===== src/rtl/strap_irq_pkg.sv =====
package strap_irq_pkg;
  typedef enum logic {
    TRIG_LEVEL = 1'b0,
    TRIG_FALL  = 1'b1
  } trig_e;
endpackage


===== src/rtl/irq_sync.sv =====
module irq_sync #(
  parameter int STAGES = 2
) (
  input  logic clk,
  input  logic d_i,
  output logic q_o
);
  logic [STAGES-1:0] chain_q;

  // Free-running chain: it also tracks the straps during reset, so the
  // edge detector starts from the real pin level on release.
  always_ff @(posedge clk) begin
    chain_q[0] <= d_i;
  end

  generate
    for (genvar s = 1; s < STAGES; s++) begin : g_stage
      always_ff @(posedge clk) begin
        chain_q[s] <= chain_q[s-1];
      end
    end
  endgenerate

  assign q_o = chain_q[STAGES-1];
endmodule


===== src/rtl/irq_line.sv =====
module irq_line
  import strap_irq_pkg::*;
#(
  parameter int SYNC_STAGES = 2
) (
  input  logic  clk,
  input  logic  rst,
  input  logic  pin_i,
  input  trig_e trig_i,
  input  logic  ack_i,
  output logic  pend_o,
  output logic  low_o
);
  logic sync_q;
  logic prev_q;
  logic fall;
  logic pend_q;

  irq_sync #(.STAGES(SYNC_STAGES)) u_sync (
    .clk (clk),
    .d_i (pin_i),
    .q_o (sync_q)
  );

  always_ff @(posedge clk) begin
    prev_q <= sync_q;
  end

  assign fall = prev_q & ~sync_q;

  always_ff @(posedge clk) begin
    if (rst) begin
      pend_q <= 1'b0;
    end else if (trig_i == TRIG_FALL) begin
      pend_q <= fall | (pend_q & ~ack_i);
    end else begin
      pend_q <= ~sync_q;
    end
  end

  assign pend_o = pend_q;
  assign low_o  = ~sync_q;

  // nothing pending right after a reset cycle
  a_r10_quiet_after_reset: assert property (@(posedge clk)
    $past(rst) |-> (pend_q == 1'b0));

  // edge pending bit is sticky until acknowledged
  a_r5_sticky: assert property (@(posedge clk) disable iff (rst)
    (trig_i == TRIG_FALL && pend_q && !ack_i) |=> pend_q);
endmodule


===== src/rtl/mode_strap.sv =====
module mode_strap #(
  parameter int W = 4
) (
  input  logic         clk,
  input  logic         rst,
  input  logic [W-1:0] pin_i,
  output logic [W-1:0] mode_o
);
  logic [W-1:0] mode_q;

  // Loads every reset cycle; the last load before release is kept.
  always_ff @(posedge clk) begin
    if (rst) begin
      mode_q <= pin_i;
    end
  end

  assign mode_o = mode_q;

  // boot mode frozen outside reset
  a_r2_mode_hold: assert property (@(posedge clk) disable iff (rst)
    !$past(rst) |-> $stable(mode_q));
endmodule


===== src/rtl/strap_irq_ctrl.sv =====
module strap_irq_ctrl
  import strap_irq_pkg::*;
#(
  parameter int NLINES      = 4,
  parameter int SYNC_STAGES = 2
) (
  input  logic              clk,
  input  logic              rst,
  input  logic [NLINES-1:0] pin_i,
  input  logic [NLINES-1:0] cfg_edge_i,
  input  logic [NLINES-1:0] en_i,
  input  logic [NLINES-1:0] ack_i,
  input  logic              in_wait_i,
  input  logic              in_stop_i,
  output logic [NLINES-1:0] mode_o,
  output logic [NLINES-1:0] pend_o,
  output logic              wake_wait_o,
  output logic              wake_stop_o
);
  localparam int MODE_W = NLINES;

  logic [NLINES-1:0] pend;
  logic [NLINES-1:0] low;
  logic              wait_hit;
  logic              stop_hit;
  logic              wake_wait_q;
  logic              wake_stop_q;

  mode_strap #(.W(MODE_W)) u_mode (
    .clk    (clk),
    .rst    (rst),
    .pin_i  (pin_i),
    .mode_o (mode_o)
  );

  generate
    for (genvar i = 0; i < NLINES; i++) begin : g_line
      irq_line #(.SYNC_STAGES(SYNC_STAGES)) u_line (
        .clk    (clk),
        .rst    (rst),
        .pin_i  (pin_i[i]),
        .trig_i (trig_e'(cfg_edge_i[i])),
        .ack_i  (ack_i[i]),
        .pend_o (pend[i]),
        .low_o  (low[i])
      );
    end
  endgenerate

  assign wait_hit = |(en_i & pend);
  assign stop_hit = |(en_i & (pend | low));

  always_ff @(posedge clk) begin
    if (rst) begin
      wake_wait_q <= 1'b0;
      wake_stop_q <= 1'b0;
    end else begin
      wake_wait_q <= in_wait_i & wait_hit;
      wake_stop_q <= in_stop_i & stop_hit;
    end
  end

  assign pend_o      = pend;
  assign wake_wait_o = wake_wait_q;
  assign wake_stop_o = wake_stop_q;

  // wait wake only when the core was waiting
  a_r8_wait_gate: assert property (@(posedge clk) disable iff (rst)
    wake_wait_q |-> $past(in_wait_i));

  // no wake of either kind with every line disabled
  a_r7_masked_no_wake: assert property (@(posedge clk) disable iff (rst)
    (wake_wait_q || wake_stop_q) |-> $past(|en_i));

  // stop wake only when the core was stopped
  a_r9_stop_gate: assert property (@(posedge clk) disable iff (rst)
    wake_stop_q |-> $past(in_stop_i));
endmodule


===== config.mk =====
export PLATFORM = sky130hd
export DESIGN_NAME = strap_irq_ctrl
export DESIGN_NICKNAME = d
export VERILOG_FILES = /design/src/rtl/strap_irq_pkg.sv /design/src/rtl/irq_sync.sv /design/src/rtl/irq_line.sv /design/src/rtl/mode_strap.sv /design/src/rtl/strap_irq_ctrl.sv
export SDC_FILE = /design/constraint.sdc
export NUM_CORES = 1
export LEC_CHECK = 0
export CAP_MARGIN = 20
export CORE_UTILIZATION = 30
export CTS_CLUSTER_SIZE = 25
export DETAILED_ROUTE_END_ITERATION = 8
export GPL_TIMING_DRIVEN = 0
export SYNTH_ARGS = -nofsm -noshare
export SYNTH_HDL_FRONTEND = slang
export SYNTH_HIERARCHICAL = 1
export SYNTH_SLANG_ARGS = --single-unit

===== constraint.sdc =====
create_clock -name clk -period 1.3 [get_ports clk]
set_clock_uncertainty 0.1 [all_clocks]
set_input_delay 0.13 -clock clk [delete_from_list [all_inputs] [get_ports clk]]
set_output_delay 0.13 -clock clk [all_outputs]
set_load 0.03 [all_outputs]

Yosys cells after proc, flatten, opt, wreduce, memory -nomap -nowiden
Cells that the tools add are included.
Cells by class
  reductions and logical operators: 2
  muxes and demuxes: 4
  bitwise operators: 25
Operator list (number)
  $and A1 B1 Y1: 10
  $and A4 B4 Y4: 2
  $not A1 Y1: 8
  $reduce_or A4 Y1: 2
  $mux W1: 4
  $or A1 B1 Y1: 4
  $or A4 B4 Y4: 1
Word-level totals
  output and inout bits: 10
  logic and storage cells: 50
  flip-flop bits (word level): 22

Depth between registers and ports, before layout
Gate-level depths: netlist (run 1).
  word-level depth: 5
  gate-level depth with buffers: 3
  gate-level depth less buffers: 3

Cells and area by module
The synthesis (run 1) kept the hierarchy.
By module, submodules not included
  irq_line: times used 4, sequential area each 40.0 sq um, cells each 6, area each 81.3 sq um
  irq_sync: times used 4, sequential area each 40.0 sq um, cells each 2, area each 40.0 sq um
  mode_strap: times used 1, sequential area each 120.1 sq um, cells each 4, area each 120.1 sq um
  strap_irq_ctrl: times used 1, sequential area each 40.0 sq um, cells each 9, area each 98.8 sq um

Worst setup path after synthesis (run 1)
No wires, ideal clock.
  kind: reg-to-reg
  start point: register g_line[0].u_line.pend_q
  end point: register wake_stop_q (netlist: wake_stop_o)
  path slack: 0.132 ns
  required time: 1.064 ns
  period minus slack after synthesis: 1.168 ns
  arrival: 0.932 ns
  buffers on the path: 0
  setup time: 0.136 ns
  stages on the path, launching flop included: 4
  path through: dfxtp_1 a22o_1 a221oi_2 a311oi_1
On the way
  word-level cells in the longest chain between the ends: 4
RTL lines
  start: declaration: line irq_line.sv:17  | logic pend_q;
  start signal: assignment: line irq_line.sv:35  | pend_q <= fall | (pend_q & ~ack_i);
  start signal: assignment: line irq_line.sv:37  | pend_q <= ~sync_q;
  $or A4 B4 Y4: line strap_irq_ctrl.sv:51  | assign stop_hit = |(en_i & (pend | low));
  $and A4 B4 Y4: line strap_irq_ctrl.sv:51
  $reduce_or A4 Y1: line strap_irq_ctrl.sv:51
  $and A1 B1 Y1: line strap_irq_ctrl.sv:59  | wake_stop_q <= in_stop_i & stop_hit;
  end signal: assignment: line strap_irq_ctrl.sv:59
  end: declaration: line strap_irq_ctrl.sv:27  | logic wake_stop_q;
Every way passes these cells.
A chain may end at the register's enable or synchronous reset.

Worst setup path after layout (run 1)
  start point: register g_line[2].u_line.pend_q
  end point: output port pend_o[2]
RTL lines
  start: declaration: line irq_line.sv:17
  start signal: assignment: line irq_line.sv:35
  start signal: assignment: line irq_line.sv:37
  end: declaration: line strap_irq_ctrl.sv:16  | output logic [NLINES-1:0] pend_o,
No word-level cell between the ends.

==> results of run 1 <==
layout by cell type (no fill, tap or decap), drive strengths merged:
master	n
nor3b	1
a22oi	2
clkbuf	7
a22o	1
dfxtp	18
nor2b	4
edfxtp	4
bufinv	1
dlygate4sd2	1
nand4bb	4
o31ai	4
a311oi	1
a221oi	1
clkdlybuf4s15	5
clkdlybuf4s50	19
inv	5
power by group:
group	internal, mW	switching (mW)
combinational	0.100	0.0828
clock	0.312	0.193
sequential	0.736	0.0222
per-layer routing:
metal	vias up	GRT usage, %	part of all wire [%]
li1	232	-	-
met1	219	11.6	42
met2	16	19.3	52
met3	2	4.55	5.9
met4	0	4.17	0.76
met5	-	0	0
worst max-delay path by stage:
stage | from | cells after the start | endpoint | slack, ns
after global routing | g_line[3].u_line/pend_o | 1 | pend_o[3] | 0.003
after global placement | rst | 3 | g_line[1].u_line/pend_o | -0.24
final | g_line[2].u_line/pend_o | 1 | pend_o[2] | 0.06
after floorplan | g_line[0].u_line/pend_o | 3 | wake_stop_o | 0.13
after CTS | u_mode/mode_o[3] | 1 | mode_o[3] | 0.0009
after detailed placement | rst | 3 | g_line[0].u_line/pend_o | -0.26
registers in the layout, indices dropped and copies added, names as in the netlist:
name,count
g_line.u_line/pend_o,4
g_line.u_line/prev_q,4
g_line.u_line/u_sync/chain_q,4
g_line.u_line/u_sync/q_o,4
u_mode/mode_o,4
wake_stop_o,1
wake_wait_o,1
through the flow:
stage | TNS [ns] | setup WS, ns | total power, mW | hold WS, ns
2_1_floorplan | 0 | 0.132 | 0.856 | 0.0577
3_3_place_gp | -1.84 | -0.241 | 0.970 | 0.210
3_5_place_dp | -1.99 | -0.262 | 0.974 | 0.212
4_1_cts | 0 | 0.000890 | 1.47 | 0.164
5_1_grt | 0 | 0.00319 | 1.51 | 0.167
6_report | 0 | 0.0634 | 1.45 | 0.182
timing repair:
item | in CTS | in global routing
endpoints found under the hold margin | 0 | 0
endpoints found under the setup margin | 10 | 5
resized for setup | 18 | 9
cell families (layout without fill, tap and decap cells):
logic type | Yosys count | after routing | share of synthesized area [%]
AND/OR/NAND/NOR | 9 | 9 | 15.3
flip-flops | 22 | 22 | 68.2
AO/OA/AOI/OAI | 9 | 9 | 13.9
buffers and inverters | 5 | 38 | 2.66
layout make-up:
type / count / area share [%]
clock buffers: 3 / 2.11
flip-flops and latches: 22 / 45.1
repair buffers: 29 / 25.7
inverters: 5 / 1.76
well taps: 28 / 3.29
multi-input cells: 18 / 19.2
clock inverters: 1 / 2.82
==> results.md, run 1 <==
- The flow ran to the end, and the final reports show no timing, DRC or antenna violations.
- The count of hold-fix buffers inserted at cts is 0.
- The area fraction of the dominant cell type after synthesis is 51.2%.
- The number of global-route vias before repair came to 485.
- Setup repair after global routing left no endpoint under its margin.
- Measured in cells, the most critical reg-to-reg path has a length of 3.
- The post-synthesis area per instance is 15.7 µm².
- Along the worst path, the maximum fanout reaches 3.
- Clock-pin slew was measured on the worst setup and hold paths at 0.11 ns.
- The number of synthesized register bits is 22.
- In this design, the stage delay of the slowest critical-path cell is 0.39 ns.
- The multi-input logic area is 205 µm².
- Counting every net in the synthesized netlist gives 65.
- The I/O pin total is 30.
- The fraction of registers with async set or reset after synthesis is 0%.
- The count of nets left with antenna violations once routing finished came out at 0.
- The net count reported at finish is 99.
- The relative area change from synthesis to final layout is 51.3%.
- Row generation in the floorplan step produced 17 rows.
- The overall routing resource usage is 11.0%.
- The placement-stage cell area is 1030 µm².
- The number of vias per cell after detailed routing is 4.42.
- The utilization of the core after routing is 48.2%.
- For this run, the number of standard cells in the final layout without fillers is 106.
- At the pin with the least slew margin, the transition time is 0.603 ns.
- The data arrival time of the critical path is 1.01 ns.
- The start point of the worst min-delay path is pin_i[1].
- The total clock sinks is 22.
- The classification of the worst setup path is reg -> out.
- The kind of cell with the highest combined delay along the critical path is flip-flops.
- The initial utilization of the core area, before any placement, comes to 31.8%.
- Subtracting the final worst setup slack from the clock period gives 1.24 ns.
- The register area is 480 µm².
- The worst setup path is launched from a flop.
- The most common cell in the synthesized netlist is dfxtp_1.
- The largest total area in the synthesized netlist belongs to dfxtp_1.
- The total count of hold-check failures in the final report is 0.
- The number of instances in the synthesized netlist is 45.
- Summed over all layers, the global routing overflow is 0.
- Wires add up to 1.18 mm.
- The antenna diode instance count is 0.
- The power density relative to cell area is 1360 nW/µm².
- The post-synthesis instance area is 704 µm².
- The share of the Yosys chip area taken by registers is 68.2%.
- The total instance count after detailed placement is 102.
- The full die area is 2550 µm².
- After synthesis, the cell types taking the most area are dfxtp_1 51%, edfxtp_1 17%, nor2b_4 7.8%.
- For this design, the slowest cell found on the critical path is dfxtp_1.
- The maximum count of clock buffers along a single path is 2.
- VDD sags by at most 0.794 mV.
- The critical path buffer and inverter count is 1.
- The setup slack of the worst register-to-register path is 0.19 ns.
- Entering global routing, the biggest net connects 15 pins.
- Yosys mapped a number of flops with a built-in enable equal to 4.
- The routed wirelength normalized by instance count is 11.2 µm.
- The path with the worst hold slack has its endpoint at g_line[1].u_line/u_sync/chain_q[0].
- The routed layout has 469 vias.
- The worst min-delay path class is in -> reg.
- The count of maximum capacitance violations is 0.
- After floorplanning, the core was sized to cover 2210 µm².
- The reg-to-reg critical path startpoint is g_line[0].u_line/pend_o.
- Buffers placed on the I/O ports in this run total 29.
- The first global-routing pass estimated 2.05 mm of wire.
- The fraction of layout cells with a size suffix above 1 is 26.9%.
- The final weighted congestion of routability-driven global placement is 0.614.
- The clock latency at the later pin of the worst-skew pair is 0.30 ns.
- The synthesized netlist contains 11 unique library cells.
- The final standard cell area without fillers is 1070 µm².
- The initial antenna violation count came to 0.
- The floorplan step set the die width to 50.5 µm.
- The share of the clock period used by the worst path is 95.1%.
- Setup violations remaining at the end of the flow were counted as 0.
- Along the worst hold path, the cell count comes to 1.
- For the worst setup path, the data required time is 1.07 ns.
- The post-CTS setup repair buffer count is 0.
- The DRC violations left is 0.
- The reported leakage power is 0.432 nW.
- The height of the die is 50.5 µm.
- Walking the worst path, the cells encountered are clkdlybuf4s15_2.
- CTS built an H-tree with a depth of 1.
- The total of warnings raised by yosys is 6.
- The filler cell count is 221.
- The TritonCTS clock tree is yes.
- The root cell of the clock tree is clkbuf_4.
- Ranked by instance count, the synthesized netlist is headed by 18 x dfxtp_1, 5 x inv_1.
- The number of clock buffers inserted by TritonCTS is 3.
- The endpoint identified for the worst register-to-register timing path is wake_stop_o.
- The number of max-slew violations in the final report is 0.
- The first-pass detailed-route iteration total is 4.
- The maximum frequency from static timing analysis is 809 MHz.
- The first-iteration detailed-routing DRC count is 3.
- The worst setup path is captured at an output port.
- The worst-case headroom to the max-slew limit is 59.6%.
- The commonest register cell after synthesis is dfxtp_1.
Note: power is estimated with default switching activity, not from simulation.
==> inputs of run 2 (changes only) <==
==> constraint.sdc (replaced) <==
create_clock -name clk -period 1.3 [get_ports clk]
set_clock_uncertainty 0.1 [all_clocks]
set_input_delay 0.195 -clock clk [delete_from_list [all_inputs] [get_ports clk]]
set_output_delay 0.195 -clock clk [all_outputs]
set_load 0.03 [all_outputs]
==> results.md, run 2 (synthesis results as in run 1) <==
- The final routed wirelength across all metal layers was 1.19 mm (+0.85%).
- The count of hold-fix buffers inserted at cts is 0 (unchanged).
- The die span in x is 50.5 µm (unchanged).
- The total clock sinks is 22 (unchanged).
- The first-iteration detailed-routing DRC count came to 3 (unchanged).
- The filler cell count is 224 (+1.4%).
- In this run the clock root is driven by a clkbuf_4.
- The pin count of the biggest net entering global routing is 15 (unchanged).
- The time the worst path needs with I/O delays and setup is 1.20 ns (-0.0376 ns).
- The routed wirelength normalized by instance count is 11.3 µm (+0.85%).
- The wire length of the first global-routing pass is 2.04 mm (-0.68%).
- The final weighted congestion of routability-driven global placement was 0.614 (unchanged).
- The data arrival time of the critical path is 0.90 ns (-0.11 ns).
- The number of global-route vias before repair is 490 (+1.0%).
- The type of destination of the critical path is an output port.
- The core box area was 2210 µm² (unchanged).
- The highest routed metal layer is met4.
- The met1 routed wirelength after detailed routing is 492 µm (unchanged).
- The top cell types in the final layout, fill and taps aside, are 18 x dfxtp_1, 18 x clkdlybuf4s50_1, 8 x buf_2.
- The clock latency at the later pin of the worst-skew pair was 0.30 ns (about the same).
- The cell depth of the worst setup path is 1 (unchanged).
- The placement row count is 17 (unchanged).
- The share of total power consumed by net switching is 20.6% (about the same).
- The final setup TNS is 0 ns (unchanged).
- The count of maximum capacitance violations is 0 (unchanged).
- The power density relative to cell area came to 1390 nW/µm² (+2.4%).
- TritonCTS built the clock tree.
- The peak per-stage delay on the critical path is 0.39 ns (about the same).
- The DRC violations left is 0 (unchanged).
- The overall routing resource usage is 10.9% (-0.064 points).
- The classification of the worst setup path is reg -> out.
- The final standard cell area without fillers was 1030 µm² (-2.9%).
- The share of total power in sequential cells is 52.7% (+0.2 points).
- The critical path buffer and inverter count is 1 (unchanged).
- Setup repair after global routing left no endpoint under its margin.
- The number of levels in the clock H-tree is 1 (unchanged).
- The initial antenna violation count is 0 (unchanged).
- The initial standard-cell utilization of the core was 31.8% (unchanged).
- The combinational share of power was 12.3% (-0.4 points).
- The worst min-delay path class is reg -> reg.
- The antenna diode instance count is 0 (unchanged).
- The sum of met2 wire segment lengths after detailed routing is 609 µm (-0.16%).
- The full die area is 2550 µm² (unchanged).
- The first-pass detailed-route iteration total is 4 (unchanged).
- The setup violation total in the final timing report came to 0 (unchanged).
- The required time of the critical path was 1.00 ns (-0.07 ns).
- The largest driver fanout on the critical path is 3 (unchanged).
- The proportion of power drawn by the clock network is 35.0% (about the same).
- The number of max-slew violations in the final report came to 0 (unchanged).
- The total internal power is 1.14 mW (-0.57%).
- The critical path's slowest cell is dfxtp_1.
- The total instance count after detailed placement was 102 (unchanged).
- The I/O pin total is 30 (unchanged).
- The number of vias per cell after detailed routing came to 4.42 (unchanged).
- The maximum frequency from static timing analysis is 834 MHz (+3.1%).
- The transition time at the pin with the least slew margin is 0.611 ns (+0.00745 ns).
- The met3 routed wirelength is 82 µm (+17%).
- The depth of the worst register-to-register path is 3 (unchanged).
- The total count of hold-check failures in the final report is 0 (unchanged).
- The peak supply drop is 0.788 mV (-0.85%).
- The critical path goes through buf_2.
- The remaining global-route overflow was 0 (unchanged).
- The clock transition at the registers of the reported paths was 0.11 ns (about the same).
- The fraction of layout cells with a size suffix above 1 was 29.5% (+2.6 points).
- The height of the die is 50.5 µm (unchanged).
- The flow ran to the end, and the final reports show no timing, DRC or antenna violations.
- The number of antenna-violating nets in the routed design came to 0 (unchanged).
- The switching power of the nets came to 0.296 mW (-0.54%).
- The number of cells in the finished layout apart from fillers is 106 (unchanged).
- The number of clock buffers inserted by TritonCTS came to 3 (unchanged).
- The worst hold slack after final layout is 0.239 ns (+0.0572 ns).
- The reported leakage power is 0.440 nW (+1.9%).
- The via count is 469 (unchanged).
- The worst-case headroom to the max-slew limit is 59.2% (-0.44 points).
- The largest delay contributor family on the critical path is flip-flops.
- The maximum count of clock buffers along a single path came to 2 (unchanged).
- The net count reported at finish is 99 (unchanged).
- The count of input and output buffers is 29 (unchanged).
- The area growth from synthesis to layout is 46.9%.
- The hold-critical path depth is 0 (-1).
- The share of the clock period used by the worst path is 92.2% (-2.9 points).
- The worst setup path is launched from a flop.
- The placement-stage cell area was 1030 µm² (unchanged).
-- run 2: cell types whose count changed in the layout (fill, tap and decap cells not counted) --
cell             delta
buf_2               +8
clkbuf_2            -2
clkdlybuf4s15_2     -4
dlymetal6s2s_1      +1
clkdlybuf4s50_1     -1
clkdlybuf4s15_1     -1
dlygate4sd2_1       -1
-- run 2: layer usage --
layer  global-route usage (%)  vias up
met1                     11.8      219
met4                     4.17        0
met3                     4.85        2
met5                        0        -
met2                     18.7       16
li1                         -      232
-- run 2: timing repair --
| item | in CTS | in global routing |
|---|---|---|
| setup buffers | 0 | 0 |
| resized for setup | 36 | 11 |
| endpoints found under the setup margin | 10 | 10 |
-- run 2: worst register-to-register path: stages (launching register included) --
cell and delay, ns:
dfxtp_1 0.35, a22o_1 0.22, a221oi_2 0.20, a311oi_1 0.12
-- run 2: power by group through the flow --
stage / sequential [mW] / clock [mW] / combinational, mW
2_1_floorplan: 0.816 / 0 / 0.0401
3_3_place_gp: 0.774 / 0 / 0.196
3_5_place_dp: 0.775 / 0 / 0.198
4_1_cts: 0.760 / 0.526 / 0.187
5_1_grt: 0.764 / 0.555 / 0.188
6_report: 0.758 / 0.503 / 0.177
-- run 2: cell type report --
type                            count  area [µm²]  area share (%)
Inverter                            5        18.8            1.81
Tap cell                           28        35.0            3.39
Clock buffer                        3        22.5            2.18
Multi-Input combinational cell     18         205            19.8
Clock inverter                      1        30.0            2.90
Sequential cell                    22         480            46.4
Timing Repair Buffer               29         243            23.5
-- run 2: metrics by stage --
step	setup slack, ns	power (mW)	utilization (%)
6_report	0.101	1.44	46.8
5_1_grt	0.0428	1.51	46.8
4_1_cts	0.000275	1.47	48.2
3_5_place_dp	-0.327	0.974	46.5
3_3_place_gp	-0.306	0.970	46.5
2_1_floorplan	0.132	0.856	-
-- run 2: path summary, 6_finish.rpt --
check                                     start                     endpoint  slack (ns)
max reg2reg             g_line[0].u_line/pend_o                  wake_stop_o        0.19
max                     g_line[2].u_line/pend_o                    pend_o[2]        0.10
min          g_line[3].u_line/u_sync/chain_q[0]  g_line[3].u_line/u_sync/q_o        0.24
min reg2reg  g_line[3].u_line/u_sync/chain_q[0]  g_line[3].u_line/u_sync/q_o        0.24
